==> src/rtl/edf_pkg.sv <==
package edf_pkg;

  // control word bit positions
  localparam int unsigned CtlRxEn     = 2;
  localparam int unsigned CtlBcastDis = 11;
  localparam int unsigned CtlHashMc   = 13;
  localparam int unsigned CtlHashUc   = 15;
  localparam int unsigned CtlInvert   = 17;
  localparam int unsigned CtlPromisc  = 18;
  localparam int unsigned CtlMcPass   = 19;
  localparam int unsigned CtlRxAll    = 31;

  localparam logic [31:0] CtlResetVal = 32'h0004_0000;
  localparam logic [31:0] CrcPoly     = 32'h04C1_1DB7;

  // classification results handed from datapath to control
  typedef struct packed {
    logic isBcast;
    logic isMcast;
    logic exactHit;
    logic hashHit;
    logic lenOk;
  } addrClass_t;

  // decoded control flags
  typedef struct packed {
    logic rxEn;
    logic bcastDis;
    logic hashMc;
    logic hashUc;
    logic invert;
    logic promisc;
    logic mcPass;
    logic rxAll;
  } ctlFlags_t;

endpackage

==> src/rtl/edf_crc.sv <==
module edf_crc #(
  parameter int unsigned NUM_BYTES = 6
) (
  input  logic [8*NUM_BYTES-1:0] dataIn,
  output logic [31:0]            crcOut
);
  import edf_pkg::*;

  function automatic logic [31:0] byteStep(input logic [31:0] crcIn, input logic [7:0] b);
    logic [31:0] c;
    logic fb;
    c = crcIn;
    for (int i = 0; i < 8; i++) begin
      fb = c[31] ^ b[i];
      c  = {c[30:0], 1'b0};
      if (fb) c = c ^ CrcPoly;
    end
    return c;
  endfunction

  logic [31:0] stage [NUM_BYTES+1];
  assign stage[0] = 32'hFFFF_FFFF;

  for (genvar k = 0; k < NUM_BYTES; k++) begin : g_byte
    assign stage[k+1] = byteStep(stage[k], dataIn[8*k +: 8]);
  end

  assign crcOut = stage[NUM_BYTES];

endmodule

==> src/rtl/edf_datapath.sv <==
module edf_datapath #(
  parameter int unsigned ADDR_BYTES = 6,
  parameter int unsigned LEN_W      = 16,
  parameter int unsigned MIN_LEN    = 14,
  parameter int unsigned MAX_LEN    = 2048,
  parameter int unsigned HASH_BITS  = 6
) (
  input  logic [8*ADDR_BYTES-1:0]        destAddr,
  input  logic [8*ADDR_BYTES-1:0]        stationAddr,
  input  logic [2**(HASH_BITS-1)-1:0]    hashHi,
  input  logic [2**(HASH_BITS-1)-1:0]    hashLo,
  input  logic [LEN_W-1:0]               frameLen,
  output edf_pkg::addrClass_t            addrClass
);
  import edf_pkg::*;

  localparam int unsigned AddrW = 8 * ADDR_BYTES;
  localparam int unsigned SelW  = HASH_BITS - 1;

  logic [ADDR_BYTES-1:0] byteEq;
  logic [ADDR_BYTES-1:0] byteOnes;

  for (genvar k = 0; k < ADDR_BYTES; k++) begin : g_cmp
    assign byteEq[k]   = (destAddr[8*k +: 8] == stationAddr[8*k +: 8]);
    assign byteOnes[k] = &destAddr[8*k +: 8];
  end

  logic [31:0] crcFull;
  edf_crc #(.NUM_BYTES(ADDR_BYTES)) u_crc (
    .dataIn (destAddr),
    .crcOut (crcFull)
  );

  logic [HASH_BITS-1:0] hashIdx;
  logic [SelW-1:0]      bitSel;
  logic                 unusedCrcLow;
  assign hashIdx      = crcFull[31 -: HASH_BITS];
  assign bitSel       = hashIdx[SelW-1:0];
  assign unusedCrcLow = ^crcFull[31-HASH_BITS:0];

  logic hashBit;
  always_comb begin
    if (hashIdx[HASH_BITS-1]) hashBit = hashHi[bitSel];
    else                      hashBit = hashLo[bitSel];
  end

  logic lenOk;
  assign lenOk = (frameLen >= LEN_W'(MIN_LEN)) && (frameLen < LEN_W'(MAX_LEN));

  always_comb begin
    addrClass.isBcast  = &byteOnes;
    addrClass.isMcast  = destAddr[0];
    addrClass.exactHit = &byteEq;
    addrClass.hashHit  = hashBit;
    addrClass.lenOk    = lenOk;
  end

  logic unusedWidth;
  assign unusedWidth = (AddrW == 0);

endmodule

==> src/rtl/edf_control.sv <==
module edf_control (
  input  logic                clk,
  input  logic                rstN,
  input  logic                ctrlLoad,
  input  logic [31:0]         ctrlIn,
  input  logic                addrValid,
  input  edf_pkg::addrClass_t addrClass,
  output logic                acceptValid,
  output logic                accept,
  output logic                filterPass
);
  import edf_pkg::*;

  logic [31:0] ctrlQ;

  always_ff @(posedge clk) begin
    if (!rstN)         ctrlQ <= CtlResetVal;
    else if (ctrlLoad) ctrlQ <= ctrlIn;
  end

  ctlFlags_t flags;
  always_comb begin
    flags.rxEn     = ctrlQ[CtlRxEn];
    flags.bcastDis = ctrlQ[CtlBcastDis];
    flags.hashMc   = ctrlQ[CtlHashMc];
    flags.hashUc   = ctrlQ[CtlHashUc];
    flags.invert   = ctrlQ[CtlInvert];
    flags.promisc  = ctrlQ[CtlPromisc];
    flags.mcPass   = ctrlQ[CtlMcPass];
    flags.rxAll    = ctrlQ[CtlRxAll];
  end

  logic useExact;
  logic passNow;
  logic acceptNow;

  // fixed priority: promiscuous, broadcast, multicast pass-all, exact/hash
  always_comb begin
    useExact = addrClass.isMcast ? !flags.hashMc : !flags.hashUc;
    if (flags.promisc)                           passNow = 1'b1;
    else if (addrClass.isBcast)                  passNow = !flags.bcastDis;
    else if (addrClass.isMcast && flags.mcPass)  passNow = 1'b1;
    else if (useExact)                           passNow = addrClass.exactHit ^ flags.invert;
    else                                         passNow = addrClass.hashHit;
    acceptNow = flags.rxEn && addrClass.lenOk && (passNow || flags.rxAll);
  end

  always_ff @(posedge clk) begin
    if (!rstN) begin
      acceptValid <= 1'b0;
      accept      <= 1'b0;
      filterPass  <= 1'b0;
    end else begin
      acceptValid <= addrValid;
      accept      <= addrValid && acceptNow;
      filterPass  <= addrValid && passNow;
    end
  end


  valid_follows_strobe_chk: assert property (@(posedge clk) disable iff (!rstN)
    addrValid |=> acceptValid);

  no_spurious_valid_chk: assert property (@(posedge clk) disable iff (!rstN)
    !addrValid |=> !acceptValid);

  rx_disabled_reject_chk: assert property (@(posedge clk) disable iff (!rstN)
    (addrValid && !ctrlQ[CtlRxEn]) |=> !accept);

  bad_length_reject_chk: assert property (@(posedge clk) disable iff (!rstN)
    (addrValid && !addrClass.lenOk) |=> !accept);

  promisc_pass_chk: assert property (@(posedge clk) disable iff (!rstN)
    (addrValid && ctrlQ[CtlPromisc]) |=> filterPass);

  rx_all_accept_chk: assert property (@(posedge clk) disable iff (!rstN)
    (addrValid && ctrlQ[CtlRxAll] && ctrlQ[CtlRxEn] && addrClass.lenOk) |=> accept);

endmodule

==> src/rtl/eth_dest_filter.sv <==
module eth_dest_filter #(
  parameter int unsigned ADDR_BYTES = 6,
  parameter int unsigned LEN_W      = 16,
  parameter int unsigned MIN_LEN    = 14,
  parameter int unsigned MAX_LEN    = 2048,
  parameter int unsigned HASH_BITS  = 6
) (
  input  logic                          clk,
  input  logic                          rstN,
  input  logic                          ctrlLoad,
  input  logic [31:0]                   ctrlIn,
  input  logic [8*ADDR_BYTES-1:0]       stationAddr,
  input  logic [2**(HASH_BITS-1)-1:0]   hashHi,
  input  logic [2**(HASH_BITS-1)-1:0]   hashLo,
  input  logic                          addrValid,
  input  logic [8*ADDR_BYTES-1:0]       destAddr,
  input  logic [LEN_W-1:0]              frameLen,
  output logic                          acceptValid,
  output logic                          accept,
  output logic                          filterPass
);
  import edf_pkg::*;

  addrClass_t addrClass;

  edf_datapath #(
    .ADDR_BYTES (ADDR_BYTES),
    .LEN_W      (LEN_W),
    .MIN_LEN    (MIN_LEN),
    .MAX_LEN    (MAX_LEN),
    .HASH_BITS  (HASH_BITS)
  ) u_datapath (
    .destAddr    (destAddr),
    .stationAddr (stationAddr),
    .hashHi      (hashHi),
    .hashLo      (hashLo),
    .frameLen    (frameLen),
    .addrClass   (addrClass)
  );

  edf_control u_control (
    .clk         (clk),
    .rstN        (rstN),
    .ctrlLoad    (ctrlLoad),
    .ctrlIn      (ctrlIn),
    .addrValid   (addrValid),
    .addrClass   (addrClass),
    .acceptValid (acceptValid),
    .accept      (accept),
    .filterPass  (filterPass)
  );

endmodule

==> config.mk <==
export PLATFORM = sky130hd
export DESIGN_NAME = eth_dest_filter
export DESIGN_NICKNAME = d
export VERILOG_FILES = /design/src/rtl/edf_pkg.sv /design/src/rtl/edf_crc.sv /design/src/rtl/edf_datapath.sv /design/src/rtl/edf_control.sv /design/src/rtl/eth_dest_filter.sv
export SDC_FILE = /design/constraint.sdc
export NUM_CORES = 1
export LEC_CHECK = 0
export BUFFER_PORTS_ARGS = -buffer_cell sky130_fd_sc_hd__buf_4
export CAP_MARGIN = 25
export CORE_MARGIN = 2
export CORE_UTILIZATION = 25
export CTS_BUF_LIST = sky130_fd_sc_hd__clkbuf_4
export CTS_CLUSTER_SIZE = 10
export DETAILED_ROUTE_END_ITERATION = 7
export PLACE_DENSITY = 0.49
export SYNTH_ARGS = -nofsm -noshare
export SYNTH_HDL_FRONTEND = slang
export SYNTH_SLANG_ARGS = --single-unit
==> constraint.sdc <==
create_clock -name clk -period 5.55 [get_ports clk]
set_clock_uncertainty 0.15 [all_clocks]
set_input_delay 0.2775 -clock clk [delete_from_list [all_inputs] [get_ports clk]]
set_output_delay 0.2775 -clock clk [all_outputs]
set_load 0.1 [all_outputs]
**Word level (Yosys, flattened, before mapping)**

Index checks and enable logic that the tools add are counted.

- Register bits: 35

- Muxes and demuxes: 58
- $lt $le $gt $ge: 3
- Bitwise gates (word level): 95
- Reduce and logical (&&, ||, !) cells: 12
- Equal/unequal tests: 6

Operators with widths:

| cell | count |
|---|---|
| $mux W27 | 48 |
| $not A14 Y14 | 47 |
| $eq A8 B8 Y1 | 6 |
| $reduce_and A48 Y1 | 1 |
| $xor A1 B1 Y1 | 43 |
| $ge A16 B4 Y1 const B | 1 |
| $lt A16 B12 Y1 const B | 1 |
| $bmux W1 S5 | 2 |
| $mux W1 | 8 |
| $logic_and A1 B1 Y1 | 6 |
| $lt A5 B6 Y1 const B | 1 |
| $reduce_and A6 Y1 | 1 |
| $xor A1 B1 Y1 const A | 5 |
| $logic_not A1 Y1 | 3 |
| $logic_or A1 B1 Y1 | 1 |

**Logic depth before layout (Yosys ltp)**

- Depth in word-level cells: 105
- Gate-level depth with buffers: 18
- Mapped depth without buffers: 15

**Modules after synthesis**

From an unflattened synthesis, not the netlist that was laid out.

- Cells, all modules: 537
- Area total of the unflattened synthesis: 6334.8 µm²

By module, submodules not included:

| module | cells an instance | instances | seq. area each (µm²) | area an instance (µm²) |
|---|---|---|---|---|
| edf_crc | 365 | 1 | 0.0 | 4658.2 |
| edf_datapath | 131 | 1 | 0.0 | 1233.7 |
| edf_control | 41 | 1 | 220.2 | 442.9 |

**Least setup slack after synthesis**

No wires, ideal clock.

- Kind: input-to-reg
- From: in destAddr[0]
- To: reg u_control.accept
- Arrival time: 4.714 ns
- Setup slack: 0.551 ns
- Stages: 15
- Cells stage by stage: ha_1 buf_2 xor2_1 xnor3_1 xnor3_1 xnor2_1 xor3_1 xnor3_1 xor2_4 mux4_2 mux2_2 o2111ai_1 a21oi_2 o31ai_2 a221oi_2

- Cells in the longest elaborated chain, start to end: 72
- Elaborated cells between the ends (all ways): 148

Ends and longest elaborated chain:

| element | line | source |
|---|---|---|
| start: declaration | eth_dest_filter.sv:16 | `input logic [8*ADDR_BYTES-1:0] destAddr,` |
| $mux W27 | edf_crc.sv:16 | `if (fb) c = c ^ CrcPoly;` |
| $not A14 Y14 (no line) | - |  |
| $mux W27 | edf_crc.sv:16 |  |
| $mux W27 / $not A14 Y14 (equally long branches) (2 in series) | - |  |
| $mux W27 | edf_crc.sv:16 |  |
| $not A14 Y14 (no line) / $mux W27 (equally long branches) | - |  |
| $mux W27 | edf_crc.sv:16 |  |
| $mux W27 / $not A14 Y14 (equally long branches) (2 in series) | - |  |
| [54 not listed] | - |  |
| $mux W1 | edf_datapath.sv:43 | `if (hashIdx[HASH_BITS-1]) hashBit = hashHi[bitSel];` |
| $mux W1 | edf_control.sv:43 | `else if (useExact) passNow = addrClass.exactHit ^ flags.invert;` |
| $mux W1 | edf_control.sv:42 | `else if (addrClass.isMcast && flags.mcPass) passNow = 1'b1;` |
| $mux W1 * | edf_control.sv:41 | `else if (addrClass.isBcast) passNow = !flags.bcastDis;` |
| $mux W1 * | edf_control.sv:40 | `if (flags.promisc) passNow = 1'b1;` |
| $logic_or A1 B1 Y1 * | edf_control.sv:45 | `acceptNow = flags.rxEn && addrClass.lenOk && (passNow \|\| flags.rxAll);` |
| $logic_and A1 B1 Y1 * | edf_control.sv:45 |  |
| $logic_and A1 B1 Y1 * | edf_control.sv:55 | `accept <= addrValid && acceptNow;` |
| end signal: assignment | edf_control.sv:55 |  |
| end: declaration | edf_control.sv:9 | `output logic accept,` |

Every way passes the cells marked *; elsewhere a longest branch is shown, timed or not. The select of a mux whose other input is x is not followed.
A chain may end at the register's enable or synchronous reset.

**Final worst setup path**

- From: in destAddr[1]
- To: reg u_control.accept

- Cells in the longest elaborated chain, start to end: 71
- Elaborated cells between the ends (all ways): 144

Ends and longest elaborated chain:

| element | line | source |
|---|---|---|
| $xor A1 B1 Y1 | edf_crc.sv:14 | `fb = c[31] ^ b[i];` |
| $mux W27 | edf_crc.sv:16 |  |
| $mux W27 / $not A14 Y14 (equally long branches) (3 in series) | - |  |
| $not A14 Y14 (no line) / $mux W27 (equally long branches) | - |  |
| $mux W27 | edf_crc.sv:16 |  |
| $mux W27 / $not A14 Y14 (equally long branches) (4 in series) | - |  |
| $mux W27 | edf_crc.sv:16 |  |
| $not A14 Y14 (no line) / $mux W27 (equally long branches) | - |  |
| [50 not listed] | - |  |
| $mux W1 | edf_datapath.sv:43 |  |
| $mux W1 | edf_control.sv:43 |  |
| $mux W1 | edf_control.sv:42 |  |
| $mux W1 * | edf_control.sv:41 |  |
| $mux W1 * | edf_control.sv:40 |  |
| $logic_or A1 B1 Y1 * | edf_control.sv:45 |  |
| $logic_and A1 B1 Y1 * | edf_control.sv:45 |  |
| $logic_and A1 B1 Y1 * | edf_control.sv:55 |  |

Marks and branches as above.

==> reports/results.md <==
- area fraction of the dominant cell type after synthesis: 0.206
- global-route wire length before repair: 24800 µm
- start point of the worst min-delay path: ctrlIn[18]
- setup TNS after final layout: 0 ps
- data required time of the worst path: 5540 ps
- # port buffers: 189
- period utilisation layout: 0.913
- via-per-instance ratio: 4.44
- Peak Freq: 197 MHz
- ranking of synthesized cells by instance count: sky130_fd_sc_hd__xnor2_1, sky130_fd_sc_hd__xor2_1, sky130_fd_sc_hd__xnor3_1, sky130_fd_sc_hd__mux2i_1, sky130_fd_sc_hd__nor4_1
- layout cells sized above 1: 0.409
- root buf cell: sky130_fd_sc_hd__clkbuf_4
- worst max-slew margin expressed relative to the limit: 0.409
- die span in x: 143 µm
- crit path capture type: flip-flop
- number of cell instances on the worst register-to-register path: 8
- antenna violations before repair: 0
- clock latency on the worst-skew pair: 260 ps
- global-route usage over all layers: 0.158
- Crit Path Max Fanout: 8
- detailed placer's ending HPWL: 13900 µm
- capturing point of the worst reg2reg path: u_control.accept$_SDFF_PN0_
- Final Critical Period: 5070 ps
- cells along the critical path: buf_4 -> ha_1 -> xnor3_2 -> xnor2_4 -> xnor3_1 -> xnor2_2 -> xor3_1 -> xnor3_1 -> xor2_4 -> mux4_2 -> mux2_2 -> o2111ai_1 -> a21oi_2 -> o31ai_2 -> a221oi_2
- count of state elements after synthesis: 11
- setup slack, reg-to-reg: 3440 ps
- ANT nets after route: 0
- clk sinks: 11
- Remaining DRCs: 0
- hold-critical path depth: 3
- cell with the most instances after synthesis: sky130_fd_sc_hd__xnor2_1
- main area contributors after synthesis: sky130_fd_sc_hd__xnor3_1, sky130_fd_sc_hd__xnor2_1, sky130_fd_sc_hd__xor2_1
- setup repair after global routing missed its margin: false
- combined area of all synthesized cells: 4820 µm²
- layout net count: 847
- Setup CP Type: in2reg
- final RePlAce weighted congestion: 0.880
- final setup fails: 0
- transition at the pin with the smallest max-transition slack: 878 ps
- final-report hold violation count: 0
- Pre-antenna DRT Iters: 4
- global route total overflow: 0
- yosys synthesis warning count: 0
- buffers inserted by post-CTS timing repair: 0
- number of vias after detailed routing: 3957
- mean instance size in the synthesized netlist: 11.1 µm²
- PostCTS Resize Cnt: 0
- total CTS buffers: 3
- Yosys top cell by area: sky130_fd_sc_hd__xnor3_1
- Die Outline Area: 20400 µm²
- Die Span Y: 143 µm
- worst setup slack before clock tree synthesis: 145 ps
- number of H-tree levels: 1
- max-slew violation total from the final report: 0
- class of the most critical hold timing path: in2reg
- status: finished clean
- Inst Count DP: 887
- Max Buffers Root-to-Sink: 2
- CTS clk-pin slew, worst paths: 70 ps
- Seq/Total Area, Yosys: 0.0457
- number of hold buffers added after cts: 0
- Iter 0 DRT Violations: 104
- post-synthesis instance total: 435
- row cnt: 50
- count of placed standard cells in the final layout, fillers left out: 891
- maximum number of pins on one net before global-route repair: 11
- starting utilization of the core area: 0.256
- maximum single-stage delay on the critical path: 540 ps
- cell mode on critical path: sky130_fd_sc_hd__xnor3_1
- number of inserted diodes: 0
- number of ports placed on the die boundary: 215
- standard cell core area: 18800 µm²
- data arrival time of the worst path: 5050 ps
- cell type of the slowest stage on the worst timing path: sky130_fd_sc_hd__xnor3_2
- post-synthesis to final-layout area growth: 38.0%
- async set-or-reset flop fraction in the synthesized netlist: 0
- net count after synthesis: 650
- wire length per cell: 18.0 µm
- Total Routed Length: 16000 µm
- end of the worst hold path: u_control.ctrlQ[18]$_SDFFE_PN1P_
- number of maximum-capacitance violations: 0
- number of global-route vias before repair: 4370
- launching element type of the critical path: primary input
- clock tree from TritonCTS: yes
- number of distinct library cell variants in the gate-level netlist after synthesis: 55
- setup ws final: 481 ps
- critical register-to-register path startpoint: u_control.ctrlQ[13]$_SDFFE_PN0P_
- predominant post-synthesis flop cell: sky130_fd_sc_hd__dfxtp_1
- number of enable-type register cells in the synthesized netlist: 0
- WHS: 75.8 ps
==> metal layers <==
| layer | wire length (µm) | GRT usage | part of all wire | up-vias |
|---|---|---|---|---|
| li1 | - | - | - | 1939 |
| met1 | 7140 | 0.214 | 0.45 | 1829 |
| met2 | 7710 | 0.280 | 0.48 | 183 |
| met3 | 1070 | 0.0164 | 0.067 | 6 |
| met4 | 91 | 0.0151 | 0.0057 | 0 |
| met5 | 0 | 0 | 0 | - |
==> sequential cells by signal, indices dropped and copies added, names as in the netlist <==
register,cells
u_control.acceptValid,1
u_control.accept,1
u_control.filterPass,1
u_control.ctrlQ,8
==> stage by stage <==
step | util | area, µm²
floorplan | - | 4820
global placement | 0.352 | 6620
detailed placement | 0.352 | 6620
CTS | 0.353 | 6650
global route | 0.353 | 6650
finish | 0.353 | 6650
==> how the worst max path moves through the flow <==
stage | from | to | slack, ps
after global placement | destAddr[0] | u_control.accept$_SDFF_PN0_ | 140
after floorplan | destAddr[0] | u_control.accept$_SDFF_PN0_ | 550
final | destAddr[1] | u_control.accept$_SDFF_PN0_ | 480
after CTS | destAddr[4] | u_control.accept$_SDFF_PN0_ | 420
after detailed placement | destAddr[1] | u_control.accept$_SDFF_PN0_ | 140
after global routing | destAddr[0] | u_control.accept$_SDFF_PN0_ | 140
==> worst max-delay path: cells and delay by family <==
kind	cells	cell delay [ps]
multiplexers	2	820
XOR/XNOR	7	2760
AO/OA/AOI/OAI	4	680
buffers and inverters	1	120
adder cells (fa/ha/maj)	1	400
==> cells in the final DEF, fill, tap and decap left out, types with 3 or more instances in the layout <==
cell                       instances
sky130_fd_sc_hd__buf_4           213
sky130_fd_sc_hd__xnor2_1          85
sky130_fd_sc_hd__xor2_1           80
sky130_fd_sc_hd__xnor3_1          44
sky130_fd_sc_hd__mux2i_1          18
sky130_fd_sc_hd__nor4_1           16
sky130_fd_sc_hd__xor3_1           13
sky130_fd_sc_hd__nand3_1          13
sky130_fd_sc_hd__a21oi_1          13
sky130_fd_sc_hd__nand4_1          13
sky130_fd_sc_hd__xnor2_2          12
sky130_fd_sc_hd__dfxtp_1          11
sky130_fd_sc_hd__nand2_1          10
sky130_fd_sc_hd__mux2_2            9
sky130_fd_sc_hd__nor2b_1           8
sky130_fd_sc_hd__inv_1             5
sky130_fd_sc_hd__mux4_1            5
sky130_fd_sc_hd__nor2_1            5
sky130_fd_sc_hd__xnor3_2           4
sky130_fd_sc_hd__clkbuf_4          4
sky130_fd_sc_hd__xor2_2            3
sky130_fd_sc_hd__xor3_2            3
sky130_fd_sc_hd__or3_1             3
sky130_fd_sc_hd__mux4_2            3
sky130_fd_sc_hd__o21ai_0           3
sky130_fd_sc_hd__ha_1              3
==> kinds of logic after synthesis <==
group / synth area share
adder cells (fa/ha/maj): 0.00779
buffers and inverters: 0.0293
multiplexers: 0.0997
flip-flops: 0.0457
AND/OR/NAND/NOR: 0.0956
AO/OA/AOI/OAI: 0.0491
XOR/XNOR: 0.673
==> layout make-up <==
type / count / area, µm²
clock buffer: 4 / 30.0
fill: 1932 / 12200
tap: 260 / 325
inverter: 5 / 18.8
multi-input combinational: 398 / 4460
timing repair buffer: 213 / 1600
sequential: 11 / 220
Power is left out: the tool's default activity adds up to more than one toggle a clock period on the data nets, which glitch-free logic cannot reach.
